<file path="src/rtl/dsadc_pkg.sv">
package dsadc_pkg;
  typedef enum logic [1:0] {
    PH_AZ    = 2'd0,
    PH_INT   = 2'd1,
    PH_DEINT = 2'd2
  } phase_e;

  // strobes from the sequencer to the datapath
  typedef struct packed {
    logic clrCnt;
    logic incCnt;
    logic grabSign;
    logic latchCnt;
    logic latchOvr;
  } dpCtl_t;
endpackage

</file>
<file path="src/rtl/dsadc_sync.sv">
module dsadc_sync #(
  parameter int STAGES = 2
) (
  input  logic clk,
  input  logic rst,
  input  logic din,
  output logic dout
);
  logic [STAGES-1:0] chain;

  always_ff @(posedge clk) begin
    if (rst) chain <= '0;
    else     chain <= {chain[STAGES-2:0], din};
  end

  assign dout = chain[STAGES-1];
endmodule

</file>
<file path="src/rtl/dsadc_seq.sv">
module dsadc_seq
  import dsadc_pkg::*;
#(
  parameter int AZ_CLKS  = 1000,
  parameter int INT_CLKS = 1000
) (
  input  logic   clk,
  input  logic   rst,
  input  logic   zeroSync,
  input  logic   atMax,
  output phase_e phase,
  output dpCtl_t ctl
);
  localparam int PH_MAX = (AZ_CLKS > INT_CLKS) ? AZ_CLKS : INT_CLKS;
  localparam int PCW    = $clog2(PH_MAX);

  logic [PCW-1:0] pcnt;
  logic           lastAz, lastInt, stopNow;

  assign lastAz  = (pcnt == PCW'(AZ_CLKS - 1));
  assign lastInt = (pcnt == PCW'(INT_CLKS - 1));
  assign stopNow = zeroSync || atMax;

  always_ff @(posedge clk) begin
    if (rst) begin
      phase <= PH_AZ;
      pcnt  <= '0;
    end else begin
      unique case (phase)
        PH_AZ: begin
          if (lastAz) begin
            phase <= PH_INT;
            pcnt  <= '0;
          end else pcnt <= pcnt + 1'b1;
        end
        PH_INT: begin
          if (lastInt) begin
            phase <= PH_DEINT;
            pcnt  <= '0;
          end else pcnt <= pcnt + 1'b1;
        end
        PH_DEINT: begin
          if (stopNow) begin
            phase <= PH_AZ;
            pcnt  <= '0;
          end
        end
        default: begin
          phase <= PH_AZ;
          pcnt  <= '0;
        end
      endcase
    end
  end

  always_comb begin
    ctl          = '0;
    ctl.clrCnt   = (phase == PH_INT);
    ctl.grabSign = (phase == PH_INT) && lastInt;
    if (phase == PH_DEINT) begin
      if (zeroSync) begin
        ctl.latchCnt = 1'b1;
      end else if (atMax) begin
        ctl.latchCnt = 1'b1;
        ctl.latchOvr = 1'b1;
      end else begin
        ctl.incCnt = 1'b1;
      end
    end
  end
endmodule

</file>
<file path="src/rtl/dsadc_dp.sv">
module dsadc_dp
  import dsadc_pkg::*;
#(
  parameter int NUM_DIGITS = 3
) (
  input  logic                    clk,
  input  logic                    rst,
  input  dpCtl_t                  ctl,
  input  logic                    signIn,
  output logic                    atMax,
  output logic                    signHeld,
  output logic                    latchStb,
  output logic [4*NUM_DIGITS-1:0] dispDigits,
  output logic                    dispHalf,
  output logic                    dispNeg,
  output logic                    overRange
);
  localparam int DW = 4 * NUM_DIGITS;

  logic [NUM_DIGITS-1:0][3:0] cnt, cntNext;
  logic [NUM_DIGITS:0]        carry;
  logic [NUM_DIGITS-1:0]      isNine;
  logic                       half;

  assign carry[0] = ctl.incCnt;

  for (genvar i = 0; i < NUM_DIGITS; i++) begin : g_digit
    assign isNine[i]    = (cnt[i] == 4'd9);
    assign carry[i+1]   = carry[i] && isNine[i];
    assign cntNext[i]   = !carry[i] ? cnt[i] : (isNine[i] ? 4'd0 : cnt[i] + 4'd1);
  end

  assign atMax = half && (&isNine);

  always_ff @(posedge clk) begin
    if (rst || ctl.clrCnt) begin
      cnt  <= '0;
      half <= 1'b0;
    end else begin
      cnt  <= cntNext;
      half <= half | carry[NUM_DIGITS];
    end
  end

  always_ff @(posedge clk) begin
    if (rst)               signHeld <= 1'b0;
    else if (ctl.grabSign) signHeld <= signIn;
  end

  always_ff @(posedge clk) begin
    if (rst) begin
      latchStb   <= 1'b0;
      dispDigits <= '0;
      dispHalf   <= 1'b0;
      dispNeg    <= 1'b0;
      overRange  <= 1'b0;
    end else begin
      latchStb <= ctl.latchCnt;
      if (ctl.latchCnt) begin
        dispDigits <= DW'(cnt);
        dispHalf   <= half;
        dispNeg    <= signHeld;
        overRange  <= ctl.latchOvr;
      end
    end
  end
endmodule

</file>
<file path="src/rtl/dsadc_ctrl.sv">
module dsadc_ctrl
  import dsadc_pkg::*;
#(
  parameter int AZ_CLKS     = 1000,
  parameter int INT_CLKS    = 1000,
  parameter int NUM_DIGITS  = 3,
  parameter int SYNC_STAGES = 2
) (
  input  logic                    clk,
  input  logic                    rst,
  input  logic                    cmpZero,
  input  logic                    signIn,
  output logic                    swAutoZero,
  output logic                    swIntegrate,
  output logic                    swDeint,
  output logic                    refNeg,
  output logic                    latchStb,
  output logic [4*NUM_DIGITS-1:0] dispDigits,
  output logic                    dispHalf,
  output logic                    dispNeg,
  output logic                    overRange
);
  phase_e phase;
  dpCtl_t ctl;
  logic   zeroSync, atMax, signHeld;

  dsadc_sync #(.STAGES(SYNC_STAGES)) u_sync (
    .clk (clk),
    .rst (rst),
    .din (cmpZero),
    .dout(zeroSync)
  );

  dsadc_seq #(.AZ_CLKS(AZ_CLKS), .INT_CLKS(INT_CLKS)) u_seq (
    .clk     (clk),
    .rst     (rst),
    .zeroSync(zeroSync),
    .atMax   (atMax),
    .phase   (phase),
    .ctl     (ctl)
  );

  dsadc_dp #(.NUM_DIGITS(NUM_DIGITS)) u_dp (
    .clk       (clk),
    .rst       (rst),
    .ctl       (ctl),
    .signIn    (signIn),
    .atMax     (atMax),
    .signHeld  (signHeld),
    .latchStb  (latchStb),
    .dispDigits(dispDigits),
    .dispHalf  (dispHalf),
    .dispNeg   (dispNeg),
    .overRange (overRange)
  );

  assign swAutoZero  = (phase == PH_AZ);
  assign swIntegrate = (phase == PH_INT);
  assign swDeint     = (phase == PH_DEINT);
  assign refNeg      = swDeint && !signHeld;
endmodule

</file>
<file path="config.mk">
export PLATFORM = sky130hd
export DESIGN_NAME = dsadc_ctrl
export DESIGN_NICKNAME = d
export VERILOG_FILES = /design/src/rtl/dsadc_pkg.sv /design/src/rtl/dsadc_sync.sv /design/src/rtl/dsadc_seq.sv /design/src/rtl/dsadc_dp.sv /design/src/rtl/dsadc_ctrl.sv
export SDC_FILE = /design/constraint.sdc
export NUM_CORES = 1
export LEC_CHECK = 0
export BUFFER_PORTS_ARGS = -buffer_cell sky130_fd_sc_hd__buf_4
export CORE_ASPECT_RATIO = 0.9
export CORE_UTILIZATION = 48
export DETAILED_ROUTE_END_ITERATION = 8
export PLACE_DENSITY = 0.68
export SYNTH_ARGS = -nofsm -noshare
export SYNTH_HDL_FRONTEND = slang
export SYNTH_SLANG_ARGS = --single-unit
</file>
<file path="constraint.sdc">
create_clock -name clk -period 3.7 [get_ports clk]
set_input_delay 0.925 -clock clk [delete_from_list [all_inputs] [get_ports clk]]
set_output_delay 0.925 -clock clk [all_outputs]
set_load 0.02 [all_outputs]
</file>
After elaboration in Yosys (flattened, before gate mapping)
Index checks and enable logic that the tools add are counted.
{"block": "word_totals", "ff_bits": 44, "in_bits": 4, "word_cells": 57, "output_inout_bits": 20}
{"block": "op_classes", "bitwise_logic": 1, "mux": 17, "eq_ne": 9, "add_sub_neg": 4, "reduce_logical": 13}
{"op": "$mux 10", "n": 2}
{"op": "$pmux 10 s2", "n": 1}
{"op": "$add 4x1->4 const B", "n": 3}
{"op": "$eq 4x4->1 const B", "n": 3}
{"op": "$mux 4", "n": 3}
{"op": "$add 10x1->10 const B", "n": 1}
{"op": "$eq 10x10->1 const B", "n": 1}
{"op": "$mux 2", "n": 5}
{"op": "$logic_and 1x1->1", "n": 6}
{"op": "$ne 2x1->1 const B", "n": 3}
{"op": "$pmux 2 s3", "n": 1}
{"op": "$reduce_and 3->1", "n": 2}
{"op": "$mux 1", "n": 5}
{"op": "$eq 2x1->1 const B", "n": 1}
{"op": "$eq 2x2->1 const B", "n": 1}
{"op": "$logic_not 2->1", "n": 1}
{"op": "$logic_or 1x1->1", "n": 2}
{"op": "$reduce_or 2->1", "n": 1}
{"op": "$logic_not 1->1", "n": 1}
{"op": "$or 1x1->1", "n": 1}

Longest topological paths before layout
Gate-level depths: netlist of the first run.
{"block": "depth", "ltp_word": 10, "depth_mapped": 7, "mapped_depth_nobuf": 5}

Hierarchy
A second synthesis of the first run with hierarchy kept.
{"block": "unflattened", "cells_unflattened": 213, "hier_area_um2": 2019.4}
{"mod": "dsadc_dp", "cells_per_inst": 126, "area_per_inst_um2": 1222.4, "seq_area_each_um2": 600.6, "instances": 1}
{"mod": "dsadc_seq", "cells_per_inst": 79, "area_per_inst_um2": 713.2, "seq_area_each_um2": 240.2, "instances": 1}
{"mod": "dsadc_sync", "cells_per_inst": 4, "area_per_inst_um2": 52.6, "seq_area_each_um2": 40.0, "instances": 1}
{"mod": "dsadc_ctrl", "cells_per_inst": 4, "area_per_inst_um2": 31.3, "seq_area_each_um2": 0.0, "instances": 1}

Least setup slack after synthesis of the first run
No wires, ideal clock.
{"block": "synth_timing", "path_type": "input -> register", "startpoint": "input rst", "endpoint": "register u_seq.pcnt[6]", "path_buffers": 0, "arrival_ps": 1946, "cell_stages": 4, "setup_time_ps": 74, "setup_slack_ps": 1680, "required_ps": 3626, "cell_sequence": "or2_2 a31oi_1 o21ai_0 a31oi_1"}
{"item": "start, declared", "line_no": "dsadc_ctrl.sv:10", "source": "input logic rst,"}
{"item": "end signal, assigned", "line_no": "dsadc_seq.sv:34", "source": "end else pcnt <= pcnt + 1'b1;"}
{"item": "end signal, assigned", "line_no": "dsadc_seq.sv:40", "source": "end else pcnt <= pcnt + 1'b1;"}
{"item": "end, declared", "line_no": "dsadc_seq.sv:17", "source": "logic [PCW-1:0] pcnt;"}

==> results of run 1 <==
==> layout by cell type, fill, tap and decap left out, types with 3 or more instances in the layout <==
cell type and n:
nand4_1 7, mux2i_1 18, inv_1 3, nor3_1 5
xor2_1 5, nand2b_1 30, a22o_1 5, a21oi_1 8
xnor2_1 6, o21ai_0 7, nand3_1 10, nor2_1 18
clkbuf_8 5, nand2_1 9, dfxtp_1 44, and4bb_2 3
nor2b_1 3, buf_4 24, and2_1 3
==> cell usage after synthesis (4+ instances only) <==
library cell	n	area [um^2]
o21ai_0	7	35.03
dfxtp_1	44	880.8
a21oi_1	8	40.04
nor3_1	5	25.02
nor2_1	18	67.56
nand4_1	7	43.79
nand2_1	9	33.78
xnor2_1	6	52.55
clkbuf_1	4	15.01
xor2_1	5	43.79
nand2b_1	30	187.7
mux2i_1	18	180.2
a22o_1	5	43.79
nand3_1	10	50.05
==> through the flow <==
step	util, %	setup slack, ns	area (um^2)	hold WS, ns
5_1_grt	57.67	1.257	2381	0.4839
2_1_floorplan	-	1.680	2105	0.4138
4_1_cts	57.67	1.482	2381	0.4617
3_5_place_dp	55.06	1.174	2273	0.4535
3_3_place_gp	55.06	1.193	2273	0.4208
6_report	57.67	1.446	2381	0.4577
==> cell families (layout without fill, tap and decap cells) <==
kind of cell             count (synthesis)  in the layout  share of synthesized area (%)
adder cells (fa/ha/maj)                  1              1                         0.5944
buffers and inverters                   13             35                          3.923
multiplexers                            18             18                          8.561
AND/OR/NAND/NOR                        106            106                          30.20
AO/OA/AOI/OAI                           32             32                          10.29
flip-flops                              44             44                          41.85
XOR/XNOR                                11             11                          4.578
==> power breakdown <==
part           switching [mW]  internal [mW]
logic                  0.0135         0.0115
registers             0.00356          0.477
clock network           0.162          0.200
==> metal layers <==
| metal | track usage (%) | vias up |
|---|---|---|
| li1 | - | 835 |
| met1 | 28.78 | 759 |
| met2 | 25.71 | 39 |
| met3 | 4.977 | 7 |
| met4 | 8.824 | 0 |
| met5 | 0 | - |
==> cell type report <==
type	instances	area, um^2	area share [%]
multi-input combinational	168	1141	47.92
clock buffer	6	72.57	3.048
inverter	3	11.26	0.4729
clock inverter	2	35.03	1.471
timing repair buffer	24	180.2	7.567
sequential	44	880.8	36.99
tap	48	60.06	2.522
==> worst register-to-register path, cell delays in order (launching register included) <==
cell      delay, ns
dfxtp_1        0.44
and4bb_1       0.42
and4_4         0.34
o21a_1         0.67
mux2i_1        0.27
==> final timing paths <==
kind / slack (ns) / startpoint / to / depth (start not counted)
setup / recovery: 1.45 / rst / u_seq.pcnt[6] / 5
hold / removal: 0.46 / u_sync.chain[0] / u_sync.chain[1] / 1
setup reg to reg: 1.49 / u_dp.cnt[0] / u_dp.dispDigits[5] / 4
hold reg to reg: 0.46 / u_sync.chain[0] / u_sync.chain[1] / 1
==> state kept, by name, summed over array words and instances (netlist names) <==
register / flops
u_seq.phase: 2
u_dp.cnt: 12
u_dp.signHeld: 1
u_dp.latchStb: 1
u_dp.dispHalf: 1
u_dp.overRange: 1
u_sync.chain: 2
u_dp.dispDigits: 12
u_dp.half: 1
u_seq.pcnt: 10
u_dp.dispNeg: 1
==> metrics, run 1 <==
result of the run=complete, no violations; total clock buffers created by CTS=5; half-perimeter wire length after detailed placement=2.810 mm; met2 wire length=1.637 mm; Synthesized Nets=230; total instance count after detailed placement=287; post-cts repair resize count=0; Syn Inst Count=225; number of enable flip-flop cells after synthesis=0; family with the most delay on the worst path=compound AO/OA/AOI/OAI gates; Fin Setup TNS=0 ns; total routed wire length on the met1 layer=2.153 mm; DRC errors left=0; Layout fillers=384; die width=71.80 um; number of port buffers=23; number of maximum-capacitance violations=0; critical path cell sequence=buf_4 -> or2_2 -> a31oi_1 -> o21ai_0 -> a31oi_1; cell seen most often among critical-path stages=a31oi_1; startpoint type of the worst setup path=input port; Floorplan Core Area=4129 um^2; crit path max-delay cell type=a31oi_1; crit-path max FO=41; unique cell type count in the Yosys netlist=46; flops & latches, synth=44; Total Die Area=4653 um^2; Critical Path Sink Type=flop; Layout Nets=251; setup repair bufs after CTS=0; primary flip-flop cell chosen by synthesis mapping=dfxtp_1; number of nets with antenna violations after routing=0; FMAX=0.4437 GHz; layout cell share with drive strength beyond 1=16.19%; final std cells w/o fill=295; CTS H-Tree Depth=2; cell chosen for the clock root=clkbuf_8; RSZ-0062 raised after global routing=no; vias in the first global route=1448; height of the chip=64.82 um; top routing layer in use=met4; slowest cell delay on critical path=0.62 ns; clock insertion delay at the later pin of the skew report=0.30 ns; Final Wtd Congestion=0.7863; final count of hold timing violations=0; register clock-pin slew on the reported worst setup and hold paths=0.08 ns; Pre-Repair DR Iteration Count=4; GRT Total Usage=19.36%; antenna violations before repair=0; grt ovf=0; leak pwr=0.8610 nW; Peak supply drop=0.0002698 V; Top-Level Pins=24; Avg WL per Cell=13.71 um; mean post-synth cell area=9.353 um^2; first-pass GRT wire length=6.920 mm; kind of path behind the tightest hold check=reg -> reg; CTS tree=done; Worst Path Required=3.93 ns; wire length on met3=183 um; drt initial violations=85; Relative slew margins=45.38%; Vias/cell=5.559; # rows=22; Layout Skew=0.005085 ns; CP bufs+invs=1; power per unit of standard cell area=364.4 nW/um^2; Setup Crit Path Kind=in -> reg; async set or reset register ratio after synthesis=0%; crit path time final=2.254 ns; arrival time at the worst endpoint=2.48 ns; vias after detailed routing=1640; sum of routed wire length over all layers=4.045 mm; final-report max-slew violation count=0; Yosys warnings=0; quantity of hold-fixing buffers added after cts=0; starting density of the core=50.97%; Clock Tree Buf Depth=2; register area share after synthesis=41.85%; number of diodes added for antenna fixing=0; count of clock tree sinks=44; Worst-Margin Slew=0.8155 ns; total power of the final layout=0.8677 mW; area growth from synthesis to final layout=13.14%; pin count of the biggest net entering global routing=42; number of setup violations in the final report=0; combined area of all synthesized cells=2105 um^2; post-route fraction of the period consumed by the critical path=60.92%
No activity file was read; power rests on OpenSTA's default activity.
==> run 2: changes to the inputs <==
- ABC_AREA: default -> 1
- PLACE_DENSITY: 0.68 -> 0.7
- clock period: 3.7 -> 1.9 ns (I/O delays scaled with it)
==> run 2 against run 1 <==
Synthesized cell count up 35%. Cell count is 29% higher. Critical path depth fell by 2. Power up 98%. Wire length is 8.9% higher. Clock skew decreased by 0.00084 ns. Worst hold slack worse by 0.088 ns. Via count grew 20%. Register-to-register slack got worse by 1.2 ns. Sequential share of layout area shrank 0.84 points.
==> metrics, run 2 <==
flops & latches, synth=44; number of port buffers=23; arrival time at the worst endpoint=1.28 ns; post-route fraction of the period consumed by the critical path=92.11%; Clock Tree Buf Depth=2; first-pass GRT wire length=7.486 mm; register clock-pin slew on the reported worst setup and hold paths=0.09 ns; area taken by flip-flops and latches=880.8 um^2; count of clock tree sinks=44; Relative slew margins=76.92%; beginning of the critical path=u_seq.phase[1]; most frequent cells in the layout=nand2_1 (59), nor2_1 (47), dfxtp_1 (44), nand3_1 (36); CTS tree=done; FMAX=0.5714 GHz; setup repair bufs after CTS=0; number of diodes added for antenna fixing=0; capture point of the critical path=swDeint; result of the run=complete, no violations; final-report max-slew violation count=0; number of setup violations in the final report=0; layout cell share with drive strength beyond 1=18.07%; starting density of the core=50.70%; Final Wtd Congestion=0.8170; Fin Setup TNS=0 ns; register area share after synthesis=42.08%; top cell types by occurrence after synthesis=nand2_1 (59), nor2_1 (47), dfxtp_1 (44); Setup Crit Path Kind=reg -> out; GRT Total Usage=20.49%; depth of the worst register-to-register path=8; Worst Path Required=1.42 ns; async set or reset register ratio after synthesis=0%; worst reg2reg endpoint=u_seq.pcnt[3]; post-cts repair resize count=0; height of the chip=64.65 um; Layout Nets=336; # rows=22; number of enable flip-flop cells after synthesis=0; leak pwr=1.012 nW; Reg2Reg Setup Slack=0.25 ns; top cell type's share of synthesized area=42.08%; count leader, synth=nand2_1; crit path time final=1.750 ns; crit-path max FO=6; die width=71.61 um; total power of the final layout=1.721 mW; combined area of all synthesized cells=2093 um^2; area occupied by multi-input gates=1041 um^2; number of maximum-capacitance violations=0; Critical Path Sink Type=output pin; Yosys warnings=0; Vias/cell=5.189; most common library cell in the layout ignoring fill and taps=nand2_1; vias after detailed routing=1972; startpoint type of the worst setup path=flop; pin count of the biggest net entering global routing=19; final count of hold timing violations=0; largest cells by area after synthesis=dfxtp_1 (42%), nand2_1 (11%), nand3_1 (8.6%), nor2_1 (8.4%), a21oi_1 (5.7%); area growth from synthesis to final layout=16.38%; cell chosen for the clock root=clkbuf_8; Peak supply drop=0.0005483 V; antenna violations before repair=0; CTS H-Tree Depth=2; number of nets with antenna violations after routing=0; half-perimeter wire length after detailed placement=3.282 mm; vias in the first global route=1680; primary flip-flop cell chosen by synthesis mapping=dfxtp_1; unique cell type count in the Yosys netlist=25; post-synth top area cell=dfxtp_1; mean post-synth cell area=6.886 um^2; Top-Level Pins=24; RSZ-0062 raised after global routing=no; clock insertion delay at the later pin of the skew report=0.30 ns; Syn Inst Count=304; Total Die Area=4630 um^2; power per unit of standard cell area=706.6 nW/um^2; quantity of hold-fixing buffers added after cts=0; total clock buffers created by CTS=5; DRC errors left=0; sum of routed wire length over all layers=4.403 mm; registers with the highest flip-flop counts=u_dp.cnt (12), u_dp.dispDigits (12), u_seq.pcnt (10); grt ovf=0; Floorplan Core Area=4129 um^2; Worst-Margin Slew=0.3459 ns; Avg WL per Cell=11.59 um; kind of path behind the tightest hold check=in -> reg; worst flop-to-flop path startpoint=u_dp.cnt[7]; Pre-Repair DR Iteration Count=4; Layout fillers=391; Layout Skew=0.004249 ns; Synthesized Nets=309; drt initial violations=106
[run 2: layer usage]
metal  up-vias  part of all wire [%]  GRT usage (%)
met5         -                     0              0
met3         6                   3.1          3.733
met1       897                    55          30.57
li1       1036                     -              -
met2        33                    41          29.95
met4         0                   1.2          5.882
[run 2: metrics by stage]
stage | hold slack [ns] | std cells | setup WS (ns) | instance area (um^2) | util, %
2_1_floorplan | 0.3883 | 304 | 0.4021 | 2093 | -
3_5_place_dp | 0.4007 | 372 | 0.2690 | 2321 | 56.21
4_1_cts | 0.3695 | 380 | 0.1381 | 2436 | 59.00
5_1_grt | 0.3841 | 380 | 0.04615 | 2436 | 59.00
6_report | 0.3700 | 380 | 0.1500 | 2436 | 59.00
3_3_place_gp | 0.3926 | 372 | 0.2943 | 2321 | 56.21
[run 2: how the worst min path moves through the flow]
stage / startpoint / end / slack [ns] / cells past startpoint
global route: cmpZero / u_sync.chain[0] / 0.38 / 3
global placement: u_sync.chain[0] / u_sync.chain[1] / 0.39 / 2
finish: cmpZero / u_sync.chain[0] / 0.37 / 3
CTS: cmpZero / u_sync.chain[0] / 0.37 / 3
detailed placement: u_sync.chain[0] / u_sync.chain[1] / 0.40 / 2
floorplan: u_sync.chain[0] / u_sync.chain[1] / 0.39 / 2
[run 2: cell families (layout without fill, tap and decap cells)]
family	count (synthesis)	in the layout	synth area share (%)
and+or+nand+nor	172	172	37.54
DFF	44	44	42.08
AOI/OAI and AO/OA	43	43	10.76
buffers and inverters	42	70	8.188
xor gates and xnor gates	2	2	0.8370
adders and majority gates	1	1	0.5976
[run 2: final cells by class]
class                      count  area share, %
timing repair buffer          28          8.629
sequential                    44          36.16
clock buffer                   5          2.825
inverter                      34          5.290
multi-input combinational    218          42.73
clock inverter                 3          1.900
tap                           48          2.465
[run 2: report_power, final]
group	total (mW)	switching [mW]	internal (mW)
logic	0.0524	0.0341	0.0183
registers	0.935	0.00605	0.929
clock network	0.734	0.338	0.396
total	1.72	0.378	1.34
[run 2: critical path: stages (launching register included)]
cell and delay [ns]:
dfxtp_1 0.39, nand2_1 0.13, inv_1 0.25, buf_4 0.20
==> run 3: changes to the inputs <==
- PLACE_DENSITY: 0.7 -> 0.8
==> run 3 against run 2 <==
Register-to-register slack worse by 0.02 ns. Power down 2.4%. First-iteration DRC count down 1.9%. Design area down 0.31%. Fmax up 4.6%.
==> metrics, run 3 (synthesis results as in run 2) <==
result of the run=complete, no violations; Setup Crit Path Kind=reg -> reg; number of diodes added for antenna fixing=0; Layout fillers=396; drt initial violations=104; instance area after placement=2321 um^2; Peak supply drop=0.0005104 V; final standard cell utilization of the core=58.82%; pin count of the biggest net entering global routing=20; Worst Setup Slack post-DPL=0.2812 ns; number of nets with antenna violations after routing=0; Layout Skew=0.005016 ns; vias after detailed routing=1979; most frequent cells in the layout=nand2_1 (59), nor2_1 (47), dfxtp_1 (44), nand3_1 (36); layout cell share with drive strength beyond 1=17.77%; setup repair bufs after CTS=0; Relative slew margins=77.21%; quantity of hold-fixing buffers added after cts=0; Floorplan Core Area=4129 um^2; Top-Level Pins=24; kind of path behind the tightest hold check=in -> reg; Worst-Margin Slew=0.3415 ns; final std cells w/o fill=380; Final Hold Slack=0.3875 ns; GRT Total Usage=20.85%; DRC errors left=0; number of maximum-capacitance violations=0; die width=71.61 um; grt ovf=0; Final Wtd Congestion=0.9173; FMAX=0.5980 GHz; register clock-pin slew on the reported worst setup and hold paths=0.08 ns; Vias/cell=5.208; Avg WL per Cell=11.69 um; RSZ-0062 raised after global routing=no; registers with the highest flip-flop counts=u_dp.cnt (12), u_dp.dispDigits (12), u_seq.pcnt (10); total instance count after detailed placement=372; final-report max-slew violation count=0; first-pass GRT wire length=7.596 mm; CTS tree=done; post-route fraction of the period consumed by the critical path=88.02%; Clock Tree Buf Depth=2; post-cts repair resize count=0; half-perimeter wire length after detailed placement=3.320 mm; Fin Setup TNS=0 ns; Pre-Repair DR Iteration Count=4; sum of routed wire length over all layers=4.442 mm; leak pwr=1.013 nW; clock insertion delay at the later pin of the skew report=0.29 ns; arrival time at the worst endpoint=1.91 ns; # rows=22; Layout Nets=336; total clock buffers created by CTS=5; final count of hold timing violations=0; most common library cell in the layout ignoring fill and taps=nand2_1; crit-path max FO=18; Total Die Area=4630 um^2; crit path setup slack, layout=0.2277 ns; height of the chip=64.65 um; antenna violations before repair=0; vias in the first global route=1770; starting density of the core=50.70%; power per unit of standard cell area=691.4 nW/um^2; Worst Path Required=2.13 ns; cell chosen for the clock root=clkbuf_8; number of port buffers=23; Critical Path Sink Type=flop; number of setup violations in the final report=0; CTS H-Tree Depth=2; design area=2429 um^2; total power of the final layout=1.679 mW; area growth from synthesis to final layout=16.02%; count of clock tree sinks=44; startpoint type of the worst setup path=flop; crit path time final=1.672 ns
-- run 3: cell types whose count changed in the layout (fill, tap and decap cells not counted), sizes merged --
cell      delta
clkbuf       +1
clkinv       +1
clkinvlp     -1
inv          -1
-- run 3: routing by layer --
metal / track usage, % / share of wire (%)
met5: 0 / 0
met4: 7.598 / 1.3
met1: 26.33 / 48
met3: 3.733 / 4.7
met2: 35.50 / 46
-- run 3: final cells by class --
cell class,instances,area (um^2),share of cell area [%]
Clock buffer,6,72.57,2.988
Multi-Input combinational cell,218,1041,42.86
Clock inverter,2,35.03,1.443
Timing Repair Buffer,28,210.2,8.655
Sequential cell,44,880.8,36.27
Inverter,34,128.9,5.307
Tap cell,48,60.06,2.473
-- run 3: path summary, 6_finish.rpt --
path / startpoint / endpoint / slack [ns] / depth (start not counted)
worst max-delay path: u_dp.cnt[7] / u_dp.dispDigits[4] / 0.23 / 10
worst min-delay path: cmpZero / u_sync.chain[0] / 0.39 / 3
worst max register to register: u_dp.cnt[7] / u_dp.dispDigits[4] / 0.23 / 10
worst min register to register: u_sync.chain[0] / u_sync.chain[1] / 0.41 / 2
-- run 3: critical path: stages (launching register included) --
cell and delay, ns:
dfxtp_1 0.39, inv_1 0.09, nor2_1 0.12, nand2_1 0.09
nor2_2 0.17, nand2_4 0.16, nand2_4 0.19, nand2_4 0.09
clkinv_2 0.16, nor2_1 0.07, nor2_2 0.08
-- run 3: power breakdown --
part | switching (mW) | total [mW] | internal, mW
registers | 0.00786 | 0.936 | 0.929
clock network | 0.304 | 0.694 | 0.390
logic | 0.0322 | 0.0487 | 0.0165
total | 0.344 | 1.68 | 1.34
